$ cat src/rtl/swpPkg.sv
package swpPkg;

  localparam int CMP_W = 15;

  localparam logic [7:0] KEY_FIRST  = 8'hAA;
  localparam logic [7:0] KEY_SECOND = 8'h55;
  localparam logic [7:0] OP_LOCK    = 8'hA0;
  localparam logic [7:0] OP_RELEASE = 8'h80;
  localparam logic [7:0] OP_FREE    = 8'h20;

  localparam logic [CMP_W-1:0] ADR_UPPER = 15'h5555;
  localparam logic [CMP_W-1:0] ADR_LOWER = 15'h2AAA;

  typedef enum logic [3:0] {
    PH_IDLE,
    PH_GOT_A,
    PH_GOT_B,
    PH_REL_1,
    PH_REL_2,
    PH_REL_3,
    PH_OPEN,
    PH_FREED,
    PH_PLAIN
  } seqPhase_t;

  typedef struct packed {
    logic dataLoad;
    logic armSet;
    logic armClr;
    logic unlocked;
    logic endWrite;
  } ctrlStrobe_t;

endpackage

$ cat src/rtl/swpKeyMatch.sv
module swpKeyMatch
  import swpPkg::*;
(
  input  logic [CMP_W-1:0] loadLow,
  input  logic [7:0]       loadData,
  output logic             isFirst,
  output logic             isSecond,
  output logic             isLock,
  output logic             isRelease,
  output logic             isFree
);

  logic atUpper;
  logic atLower;

  assign atUpper   = (loadLow == ADR_UPPER);
  assign atLower   = (loadLow == ADR_LOWER);

  assign isFirst   = atUpper && (loadData == KEY_FIRST);
  assign isSecond  = atLower && (loadData == KEY_SECOND);
  assign isLock    = atUpper && (loadData == OP_LOCK);
  assign isRelease = atUpper && (loadData == OP_RELEASE);
  assign isFree    = atUpper && (loadData == OP_FREE);

endmodule

$ cat src/rtl/swpSeqCtrl.sv
module swpSeqCtrl
  import swpPkg::*;
(
  input  logic             clk,
  input  logic             rstN,
  input  logic             loadValid,
  input  logic [CMP_W-1:0] loadLow,
  input  logic [7:0]       loadData,
  input  logic             writeEnd,
  output ctrlStrobe_t      strb
);

  seqPhase_t phase;
  seqPhase_t phaseNxt;
  logic      isFirst, isSecond, isLock, isRelease, isFree;
  logic      dataLoad, armSet, armClr;

  swpKeyMatch uMatch (
    .loadLow  (loadLow),
    .loadData (loadData),
    .isFirst  (isFirst),
    .isSecond (isSecond),
    .isLock   (isLock),
    .isRelease(isRelease),
    .isFree   (isFree)
  );

  always_comb begin
    phaseNxt = phase;
    dataLoad = 1'b0;
    armSet   = 1'b0;
    armClr   = 1'b0;
    if (loadValid) begin
      case (phase)
        PH_IDLE: begin
          if (isFirst) phaseNxt = PH_GOT_A;
          else begin dataLoad = 1'b1; phaseNxt = PH_PLAIN; end
        end
        PH_GOT_A: begin
          if (isSecond) phaseNxt = PH_GOT_B;
          else begin dataLoad = 1'b1; phaseNxt = PH_PLAIN; end
        end
        PH_GOT_B: begin
          if (isLock) begin
            phaseNxt = PH_OPEN;
            armSet   = 1'b1;
          end else if (isRelease) begin
            phaseNxt = PH_REL_1;
          end else begin
            dataLoad = 1'b1;
            phaseNxt = PH_PLAIN;
          end
        end
        PH_REL_1: begin
          if (isFirst) phaseNxt = PH_REL_2;
          else begin dataLoad = 1'b1; phaseNxt = PH_PLAIN; end
        end
        PH_REL_2: begin
          if (isSecond) phaseNxt = PH_REL_3;
          else begin dataLoad = 1'b1; phaseNxt = PH_PLAIN; end
        end
        PH_REL_3: begin
          if (isFree) begin
            phaseNxt = PH_FREED;
            armClr   = 1'b1;
          end else begin
            dataLoad = 1'b1;
            phaseNxt = PH_PLAIN;
          end
        end
        default: dataLoad = 1'b1;
      endcase
    end
    if (writeEnd) phaseNxt = PH_IDLE;
  end

  always_ff @(posedge clk or negedge rstN) begin
    if (!rstN) phase <= PH_IDLE;
    else       phase <= phaseNxt;
  end

  always_comb begin
    strb.dataLoad = dataLoad;
    strb.armSet   = armSet;
    strb.armClr   = armClr;
    strb.unlocked = (phase == PH_OPEN) || (phase == PH_FREED);
    strb.endWrite = writeEnd;
  end

endmodule

$ cat src/rtl/swpProtDatapath.sv
module swpProtDatapath
  import swpPkg::*;
#(
  parameter int BLOCK_W = 2,
  localparam int NUM_BLK = 1 << BLOCK_W
) (
  input  logic               clk,
  input  logic               rstN,
  input  ctrlStrobe_t        strb,
  input  logic [BLOCK_W-1:0] loadBlk,
  output logic               commitOk,
  output logic [NUM_BLK-1:0] blockProt
);

  logic [NUM_BLK-1:0] prot;
  logic [NUM_BLK-1:0] pendSet;
  logic [NUM_BLK-1:0] pendClr;

  for (genvar b = 0; b < NUM_BLK; b++) begin : gBlk
    logic hitHere;
    assign hitHere = (loadBlk == BLOCK_W'(b));

    always_ff @(posedge clk or negedge rstN) begin
      if (!rstN) begin
        prot[b]    <= 1'b0;
        pendSet[b] <= 1'b0;
        pendClr[b] <= 1'b0;
      end else if (strb.endWrite) begin
        prot[b]    <= (prot[b] | pendSet[b]) & ~pendClr[b];
        pendSet[b] <= 1'b0;
        pendClr[b] <= 1'b0;
      end else begin
        if (strb.armSet && hitHere) pendSet[b] <= 1'b1;
        if (strb.armClr && hitHere) pendClr[b] <= 1'b1;
      end
    end
  end

  assign commitOk  = strb.dataLoad && (strb.unlocked || !prot[loadBlk]);
  assign blockProt = prot;

endmodule

$ cat src/rtl/swpCmdDecoder.sv
module swpCmdDecoder
  import swpPkg::*;
#(
  parameter int ADDR_W  = 17,
  parameter int BLOCK_W = 2,
  localparam int NUM_BLK = 1 << BLOCK_W
) (
  input  logic               clk,
  input  logic               rstN,
  input  logic               loadValid,
  input  logic [ADDR_W-1:0]  loadAddr,
  input  logic [7:0]         loadData,
  input  logic               writeEnd,
  output logic               commitOk,
  output logic               writeAllowed,
  output logic [NUM_BLK-1:0] blockProt
);

  ctrlStrobe_t        strb;
  logic [CMP_W-1:0]   loadLow;
  logic [BLOCK_W-1:0] loadBlk;

  assign loadLow = loadAddr[CMP_W-1:0];
  assign loadBlk = loadAddr[ADDR_W-1 -: BLOCK_W];

  swpSeqCtrl uCtrl (
    .clk      (clk),
    .rstN     (rstN),
    .loadValid(loadValid),
    .loadLow  (loadLow),
    .loadData (loadData),
    .writeEnd (writeEnd),
    .strb     (strb)
  );

  swpProtDatapath #(.BLOCK_W(BLOCK_W)) uData (
    .clk      (clk),
    .rstN     (rstN),
    .strb     (strb),
    .loadBlk  (loadBlk),
    .commitOk (commitOk),
    .blockProt(blockProt)
  );

  assign writeAllowed = strb.unlocked;

endmodule

$ cat config.mk
export PLATFORM = sky130hd
export DESIGN_NAME = swpCmdDecoder
export DESIGN_NICKNAME = d
export VERILOG_FILES = /design/src/rtl/swpPkg.sv /design/src/rtl/swpKeyMatch.sv /design/src/rtl/swpSeqCtrl.sv /design/src/rtl/swpProtDatapath.sv /design/src/rtl/swpCmdDecoder.sv
export SDC_FILE = /design/constraint.sdc
export NUM_CORES = 1
export LEC_CHECK = 0
export BUFFER_PORTS_ARGS = -buffer_cell sky130_fd_sc_hd__buf_2
export CORE_MARGIN = 5
export CORE_UTILIZATION = 57
export CTS_BUF_LIST = sky130_fd_sc_hd__clkbuf_4 sky130_fd_sc_hd__clkbuf_8
export DETAILED_ROUTE_END_ITERATION = 8
export PLACE_DENSITY = 0.86
export SLEW_MARGIN = 15
export SYNTH_ARGS = -nofsm -noshare
export SYNTH_HDL_FRONTEND = slang
export SYNTH_SLANG_ARGS = --single-unit
$ cat constraint.sdc
create_clock -name clk -period 5.55 [get_ports clk]
set_clock_uncertainty 0.2 [all_clocks]
set_input_delay 0.555 -clock clk [delete_from_list [all_inputs] [get_ports clk]]
set_output_delay 0.555 -clock clk [all_outputs]
set_load 0.05 [all_outputs]
==> results of run 1 <==
==> cell usage in the layout, fill, tap and decap left out, types with 2 or more instances in the layout <==
master                     netlist  final
sky130_fd_sc_hd__clkbuf_4        0      3
sky130_fd_sc_hd__nand3_1         3      3
sky130_fd_sc_hd__nor4_1          2      2
sky130_fd_sc_hd__a21oi_1        18     18
sky130_fd_sc_hd__inv_1           3      3
sky130_fd_sc_hd__nor2_1         17     17
sky130_fd_sc_hd__o21ai_0         3      3
sky130_fd_sc_hd__and3_1          5      5
sky130_fd_sc_hd__o31ai_1         3      3
sky130_fd_sc_hd__nand4_1         2      2
sky130_fd_sc_hd__dfrtp_1        16     16
sky130_fd_sc_hd__nor2b_1         2      2
sky130_fd_sc_hd__buf_2           1     34
sky130_fd_sc_hd__nand2_1        15     15
sky130_fd_sc_hd__nor4bb_1        4      4
sky130_fd_sc_hd__nor4b_1         4      4
sky130_fd_sc_hd__and4_1          2      2
sky130_fd_sc_hd__nor3b_1         2      2
sky130_fd_sc_hd__a31oi_1         4      4
sky130_fd_sc_hd__nor3_1          6      6
==> sequential cells by signal (all words and copies together), names as in the netlist <==
register	count
uData.blockProt	4
uData.pendClr	4
uCtrl.phase	4
uData.pendSet	4
==> power breakdown <==
part	switching, mW	internal (mW)	total (mW)
clock	0.0343	0.0400	0.0743
sequential	0.00328	0.118	0.121
combinational	0.0246	0.0172	0.0418
==> layer usage <==
layer,track usage,share of wire,vias up
li1,-,-,582
met1,0.294,0.41,576
met2,0.417,0.52,35
met3,0.0456,0.049,10
met4,0.0850,0.022,0
met5,0,0,-
==> cell type report <==
class | instances | area, µm²
multi-input combinational | 109 | 701
clock buffer | 4 | 36.3
fill | 178 | 579
sequential | 16 | 400
tap | 27 | 33.8
inverter | 3 | 11.3
timing repair buffer | 35 | 180
==> path summary, 6_finish.rpt <==
check	start	endpoint	slack, ps
worst max-delay path	loadAddr[9]	commitOk	2580
worst min-delay path	uData.pendClr[3]$_DFFE_PN0P_	uData.blockProt[3]$_DFFE_PN0P_	250
worst max register to register	uCtrl.phase[2]$_DFFE_PN0P_	uData.pendSet[3]$_DFFE_PN0P_	3480
worst min register to register	uData.pendClr[3]$_DFFE_PN0P_	uData.blockProt[3]$_DFFE_PN0P_	250
max in group asynchronous	rstN	uData.blockProt[1]$_DFFE_PN0P_	4380
min in group asynchronous	rstN	uCtrl.phase[3]$_DFFE_PN0P_	500
==> cell families after synthesis <==
| group | Yosys count | synth area share |
|---|---|---|
| and+or+nand+nor | 73 | 0.390 |
| AOI/OAI and AO/OA | 35 | 0.199 |
| DFF | 16 | 0.348 |
| buffers and inverters | 9 | 0.0435 |
| muxes | 1 | 0.0196 |
==> through the flow <==
| stage | total power, mW | hold WS (ps) |
|---|---|---|
| 2_1_floorplan | 0.143 | 59.4 |
| 3_3_place_gp | 0.162 | 228 |
| 3_5_place_dp | 0.163 | 240 |
| 4_1_cts | 0.238 | 253 |
| 5_1_grt | 0.250 | 294 |
| 6_report | 0.237 | 252 |
==> PnR_summary.wiki, run 1 <==
{| class="wikitable"
! Metric !! Value
|-
| Number of vias after detailed routing || between 1000 and 1500
|-
| Number of setup buffers added after CTS || 0
|-
| Clock-pin slew reported for the worst setup and hold paths after clock tree synthesis || 90 ps
|-
| Port buffer count || 34
|-
| Final cell count without fillers || 194
|-
| Max-cap violations || 0
|-
| Dominant cell type by area after synthesis || sky130_fd_sc_hd__dfrtp_1
|-
| Worst Path Arrival || roughly 2200 ps
|-
| Period minus WS final || ~3000 ps
|-
| Placed instance area || about 1300 µm²
|-
| Sequential fraction of the synthesis area || 0.348
|-
| Maximum ir drop on the vdd rail || 0.152 mV
|-
| Worst hold path depth || 1
|-
| Worst Setup Slack, final || approximately 2600 ps
|-
| H-tree levels || 1
|-
| Critical path's slowest cell || sky130_fd_sc_hd__or3_4
|-
| Total detailed-routing wirelength || 3.08 mm
|-
| Final Util || 0.702
|-
| Area share of the largest cell type after synthesis || 0.348
|-
| Number of buffers created by CTS || 3
|-
| Initial Util || 0.593
|-
| Cell count after synthesis || between 100 and 150
|-
| Clock tree from TritonCTS || built
|-
| Site Rows || 16
|-
| Pre-CTS WS || 2630 ps
|-
| Die Span Y || 54.9 µm
|-
| Status || complete, no violations
|-
| Dominant cell by count in the synthesized netlist || sky130_fd_sc_hd__a21oi_1
|-
| Resize count post-CTS || 0
|-
| Sum of net half-perimeters after detailed placement || 2.35 mm
|-
| Final setup fails || 0
|-
| Share of layout cells above drive strength 1 || 0.281
|-
| Initial antenna violation count || 0
|-
| Global-route wire length before repair || 5.15 mm
|-
| Number of synthesized flops with an enable pin || 0
|-
| Diode count || 0
|-
| # placed instances || between 150 and 200
|-
| Async set or reset register ratio after synthesis || 1.00
|-
| Drt pass-1 iters || 4
|-
| Number of sinks driven by the clock tree || 16
|-
| Area contributors post-synth || sky130_fd_sc_hd__dfrtp_1, sky130_fd_sc_hd__a21oi_1, sky130_fd_sc_hd__nor2_1
|-
| Setup repair after global routing missed its margin || false
|-
| Biggest fanout along the worst timing path || 4
|-
| Via count of the first global-routing pass || 1169
|-
| Netlist area before placement || 1150 µm²
|-
| Drt initial violations || 38
|-
| Cell count along the critical path || 7
|-
| Actual transition at the worst max-transition pin || 482 ps
|-
| Slew headroom || 0.674
|-
| Synth unique cells || 39
|-
| Startpoint class of the critical path || primary input
|-
| DRC violations left || 0
|-
| Worst path buffer plus inverter count || 2
|-
| Gp weighted congestion || 0.899
|-
| Cell repeated most along the worst path || sky130_fd_sc_hd__buf_2
|-
| Crit end category || output pin
|-
| Master cell of the clock root buffer || sky130_fd_sc_hd__clkbuf_4
|-
| Share of the clock period used by the worst path || 0.535
|-
| Layout Area Growth over Synthesis || 18.4%
|-
| Leak Pwr || 0.637 nW
|-
| Maximum number of buffers from clock root to sink || 2
|-
| Class of the tightest hold or removal check || flop to flop
|-
| Final Net Count || 197
|-
| Total power divided by cell area || about 170 nW/µm²
|-
| Critical path cell sequence || buf_2 > nor4b_1 > nand3_1 > or3_4 > a31oi_1 > a41oi_1 > buf_2
|-
| Clock latency at the later pin of the worst-skew pair || 280 ps
|-
| Final Slew Violations || 0
|-
| Worst-case reg-to-reg path depth || 5
|-
| Core area || slightly below 2000 µm²
|-
| Per-cell routed wire length || 15.9 µm
|-
| Number of hold buffers added after cts || 1
|-
| Flop and latch count out of synthesis || 16
|-
| Leading register cell type out of synthesis || sky130_fd_sc_hd__dfrtp_1
|-
| Achievable frequency || between 300 and 400 MHz
|-
| Required time at the endpoint of the critical path || around 4800 ps
|-
| Gate family responsible for the most delay along the worst path || simple AND/OR/NAND/NOR gates
|-
| Net Count, Synth || 163
|-
| Ranking of synthesized cells by instance count || sky130_fd_sc_hd__a21oi_1, sky130_fd_sc_hd__nor2_1, sky130_fd_sc_hd__dfrtp_1
|-
| Hold Violations, Final || 0
|-
| Post-route ant nets || 0
|-
| Global route overflow || 0
|-
| Post-Synthesis Mean Instance Area || 8.59 µm²
|-
| Total Neg Setup Slack || 0 ps
|-
| Synthesis Warnings || 0
|-
| Combined global-route utilization of all metal layers || 0.240
|-
| Peak per-stage delay on the critical path || roughly 450 ps
|-
| Top-level I/O count || 35
|-
| Cell area after layout || 1360 µm²
|-
| Category of the most critical setup path || primary input to output pin
|-
| Full die area || 3020 µm²
|-
| Number of vias per cell || 6.20
|-
| Width of the chip || 54.9 µm
|-
| Pin count of the biggest net entering global routing || 23
|}
Note: power is estimated with default switching activity, not from simulation.
==> run 2: changes to the inputs <==
Settings changed: ABC_AREA set to 1, CORE_UTILIZATION 57 to 55, PLACE_DENSITY 0.86 to 0.81.
Clock period 5.55 ns to 2.75 ns, I/O delays scaled along.
==> run 2 against run 1 <==
First-iteration DRC count is 120% higher. Global-route usage down 5.1 points. Cell count increased by 49%. Critical path depth is 3 higher. Clock-buffer cell count did not move. Sequential share of layout area shrank 5.2 points. Synthesized cell count up 66%. Area after synthesis grew 22%. Core utilization down 2.8 points. Critical endpoint unchanged. Highest routed layer unchanged. Wire length up 0.75%.
==> PnR_summary.wiki, run 2 <==
{| class="wikitable"
! Metric !! Value
|-
| Status || complete, no violations
|-
| Number of vias per cell || 5.04
|-
| Ranking of synthesized cells by instance count || sky130_fd_sc_hd__nand2_1, sky130_fd_sc_hd__inv_1, sky130_fd_sc_hd__nor2_1
|-
| Dominant cell by count in the synthesized netlist || sky130_fd_sc_hd__nand2_1
|-
| Number of synthesized flops with an enable pin || 0
|-
| Required time at the endpoint of the critical path || approximately 2300 ps
|-
| Share of layout cells above drive strength 1 || 0.281
|-
| Net Count, Synth || 251
|-
| Biggest fanout along the worst timing path || 4
|-
| Met3 Resource Use GR || 0.0255
|-
| Class of the tightest hold or removal check || primary input to flop
|-
| Final Net Count || 290
|-
| Crit end category || output pin
|-
| GR Layer Usage met1 || 0.246
|-
| Gate family responsible for the most delay along the worst path || simple AND/OR/NAND/NOR gates
|-
| Number of sinks driven by the clock tree || 16
|-
| Worst-case reg-to-reg path depth || 7
|-
| Via count of the first global-routing pass || 1335
|-
| Commonest cells after routing, fill and taps aside || sky130_fd_sc_hd__nand2_1, sky130_fd_sc_hd__inv_1, sky130_fd_sc_hd__buf_2, sky130_fd_sc_hd__nor2_1, sky130_fd_sc_hd__nand3_1
|-
| Worst path buffer plus inverter count || 3
|-
| Netlist area before placement || 1400 µm²
|-
| Flop and latch count out of synthesis || 16
|-
| Number of vias after detailed routing || 1461
|-
| Core area || 2450 µm²
|-
| Actual transition at the worst max-transition pin || ~340 ps
|-
| Capture point of the worst reg-to-reg path || uData.pendSet[2]$_DFFE_PN0P_
|-
| Per-cell routed wire length || 10.7 µm
|-
| Clock-pin slew reported for the worst setup and hold paths after clock tree synthesis || 90 ps
|-
| Pin count of the biggest net entering global routing || 17
|-
| Share of power burned in combinational logic || 0.270
|-
| Cell count after synthesis || 222
|-
| Area share of the largest cell type after synthesis || 0.285
|-
| Synth unique cells || 25
|-
| Fillers || 255
|-
| Start point of the worst hold path || writeEnd
|-
| Clock tree from TritonCTS || built
|-
| Final Slew Violations || 0
|-
| Pint || 373 µW
|-
| Site Rows || 18
|-
| Pre-CTS WS || 798 ps
|-
| Clock latency at the later pin of the worst-skew pair || 290 ps
|-
| Die Span Y || 60.5 µm
|-
| Drt pass-1 iters || 4
|-
| Top-level I/O count || 35
|-
| Number of setup buffers added after CTS || 0
|-
| Critical path's slowest cell || sky130_fd_sc_hd__dfrtp_1
|-
| Worst hold path depth || 2
|-
| Sum of net half-perimeters after detailed placement || 2.61 mm
|-
| Total detailed-routing wirelength || 3.11 mm
|-
| Global-route wire length before repair || 5.34 mm
|-
| Register share of total power || 0.453
|-
| Max-cap violations || 0
|-
| Drt initial violations || 85
|-
| GRT met2 Usage || 0.321
|-
| # placed instances || 285
|-
| Area contributors post-synth || sky130_fd_sc_hd__dfrtp_1, sky130_fd_sc_hd__nand2_1, sky130_fd_sc_hd__inv_1
|-
| Total Neg Setup Slack || 0 ps
|-
| Worst Path Arrival || between 1500 and 2000 ps
|-
| Global route overflow || 0
|-
| DRC violations left || 0
|-
| Switching share of power || 0.333
|-
| Global routing's busiest layer || met2
|-
| Layout Area Growth over Synthesis || 17.8%
|-
| Share of the clock period used by the worst path || 0.812
|-
| Placed instance area || 1610 µm²
|-
| Peak per-stage delay on the critical path || 440 ps
|-
| Setup slack on the worst flop-to-flop path || 1100 ps
|-
| End point of the most critical hold path || uData.pendClr[3]$_DFFE_PN0P_
|-
| Master cell of the clock root buffer || sky130_fd_sc_hd__clkbuf_4
|-
| Maximum number of buffers from clock root to sink || 2
|-
| Port buffer count || 34
|-
| Critical path cell sequence || nor2_2 > nand2_1 > nor2_4 > nand2_1 > nand2_1 > inv_2 > nand3_1 > nand2_1 > inv_1 > buf_2
|-
| Synthesis Warnings || 0
|-
| Post-route ant nets || 0
|-
| Hold Violations, Final || 0
|-
| Initial Util || 0.571
|-
| Sequential fraction of the synthesis area || 0.285
|-
| Maximum ir drop on the vdd rail || 0.384 mV
|-
| Most common library cell in the layout ignoring fill and taps || sky130_fd_sc_hd__nand2_1
|-
| Diode count || 0
|-
| Gp weighted congestion || 0.883
|-
| Total power divided by cell area || 338 nW/µm²
|-
| Initial antenna violation count || 0
|-
| Cell area after layout || 1650 µm²
|-
| Startpoint class of the critical path || flop
|-
| Total net switching power || 186 µW
|-
| Leak Pwr || between 0.8 and 0.9 nW
|-
| Final cell count without fillers || 290
|-
| Slew headroom || 0.771
|-
| Dominant cell type by area after synthesis || sky130_fd_sc_hd__dfrtp_1
|-
| Setup repair after global routing missed its margin || false
|-
| Final setup fails || 0
|-
| Width of the chip || 60.5 µm
|-
| Category of the most critical setup path || flop to output pin
|-
| H-tree levels || 1
|-
| Number of buffers created by CTS || 3
|-
| Post-Synthesis Mean Instance Area || 6.32 µm²
|-
| Worst Setup Slack, final || 516 ps
|-
| Clock power frac || 0.277
|-
| Period minus WS final || 2230 ps
|-
| Launching point of the worst reg2reg path || uCtrl.phase[3]$_DFFE_PN0P_
|-
| Full die area || between 3000 and 4000 µm²
|-
| Combined global-route utilization of all metal layers || 0.189
|-
| Leading register cell type out of synthesis || sky130_fd_sc_hd__dfrtp_1
|-
| Cell repeated most along the worst path || sky130_fd_sc_hd__nand2_1
|-
| Achievable frequency || between 400 and 500 MHz
|-
| Async set or reset register ratio after synthesis || 1.00
|}
-- run 2: kinds of logic after synthesis --
family,count (synthesis),share of synthesized area
AOI/OAI and AO/OA,23,0.107
DFF,16,0.285
buffers and inverters,48,0.128
and+or+nand+nor,135,0.479
-- run 2: how the worst max path moves through the flow --
stage	startpoint	slack [ps]	depth (start not counted)	end
after global routing	uCtrl.phase[3]$_DFFE_PN0P_	390	10	commitOk
after CTS	uCtrl.phase[3]$_DFFE_PN0P_	530	10	commitOk
after floorplan	uCtrl.phase[1]$_DFFE_PN0P_	160	6	commitOk
final	uCtrl.phase[3]$_DFFE_PN0P_	520	10	commitOk
after global placement	loadData[0]	820	12	commitOk
after detailed placement	loadData[0]	800	12	commitOk
-- run 2: through the flow --
| step | hold slack (ps) | utilization | power, mW |
|---|---|---|---|
| 2_1_floorplan | -221 | - | 0.351 |
| 3_3_place_gp | -5.14 | 0.654 | 0.405 |
| 3_5_place_dp | -0.352 | 0.654 | 0.408 |
| 4_1_cts | 106 | 0.673 | 0.563 |
| 5_1_grt | 104 | 0.673 | 0.595 |
| 6_report | 111 | 0.673 | 0.559 |
-- run 2: area by class of cell --
type	count	area [µm²]	area share
multi-input cells	158	822	0.497
clock buffers	4	36.3	0.0220
inverters	47	176	0.107
repair buffers	35	180	0.109
flip-flops and latches	16	400	0.242
well taps	30	37.5	0.0227
-- run 2: per-layer routing --
metal	vias up	routed length, µm
li1	766	-
met1	646	1430
met2	45	1440
met3	4	209
met4	0	20
met5	-	0
-- run 2: power groups by stage --
stage | clock network (mW) | logic (mW) | registers [mW]
global placement | 0 | 0.149 | 0.257
detailed placement | 0 | 0.150 | 0.257
floorplan | 0 | 0.0677 | 0.284
global route | 0.172 | 0.168 | 0.254
finish | 0.155 | 0.151 | 0.253
CTS | 0.158 | 0.152 | 0.253
-- run 2: timing repair --
| item | in CTS | in global routing |
|---|---|---|
| resized for setup | 0 | 0 |
| hold endpoints to repair | 16 | 0 |
| endpoints found under the setup margin | 0 | 0 |
| hold buffers | 1 | 0 |
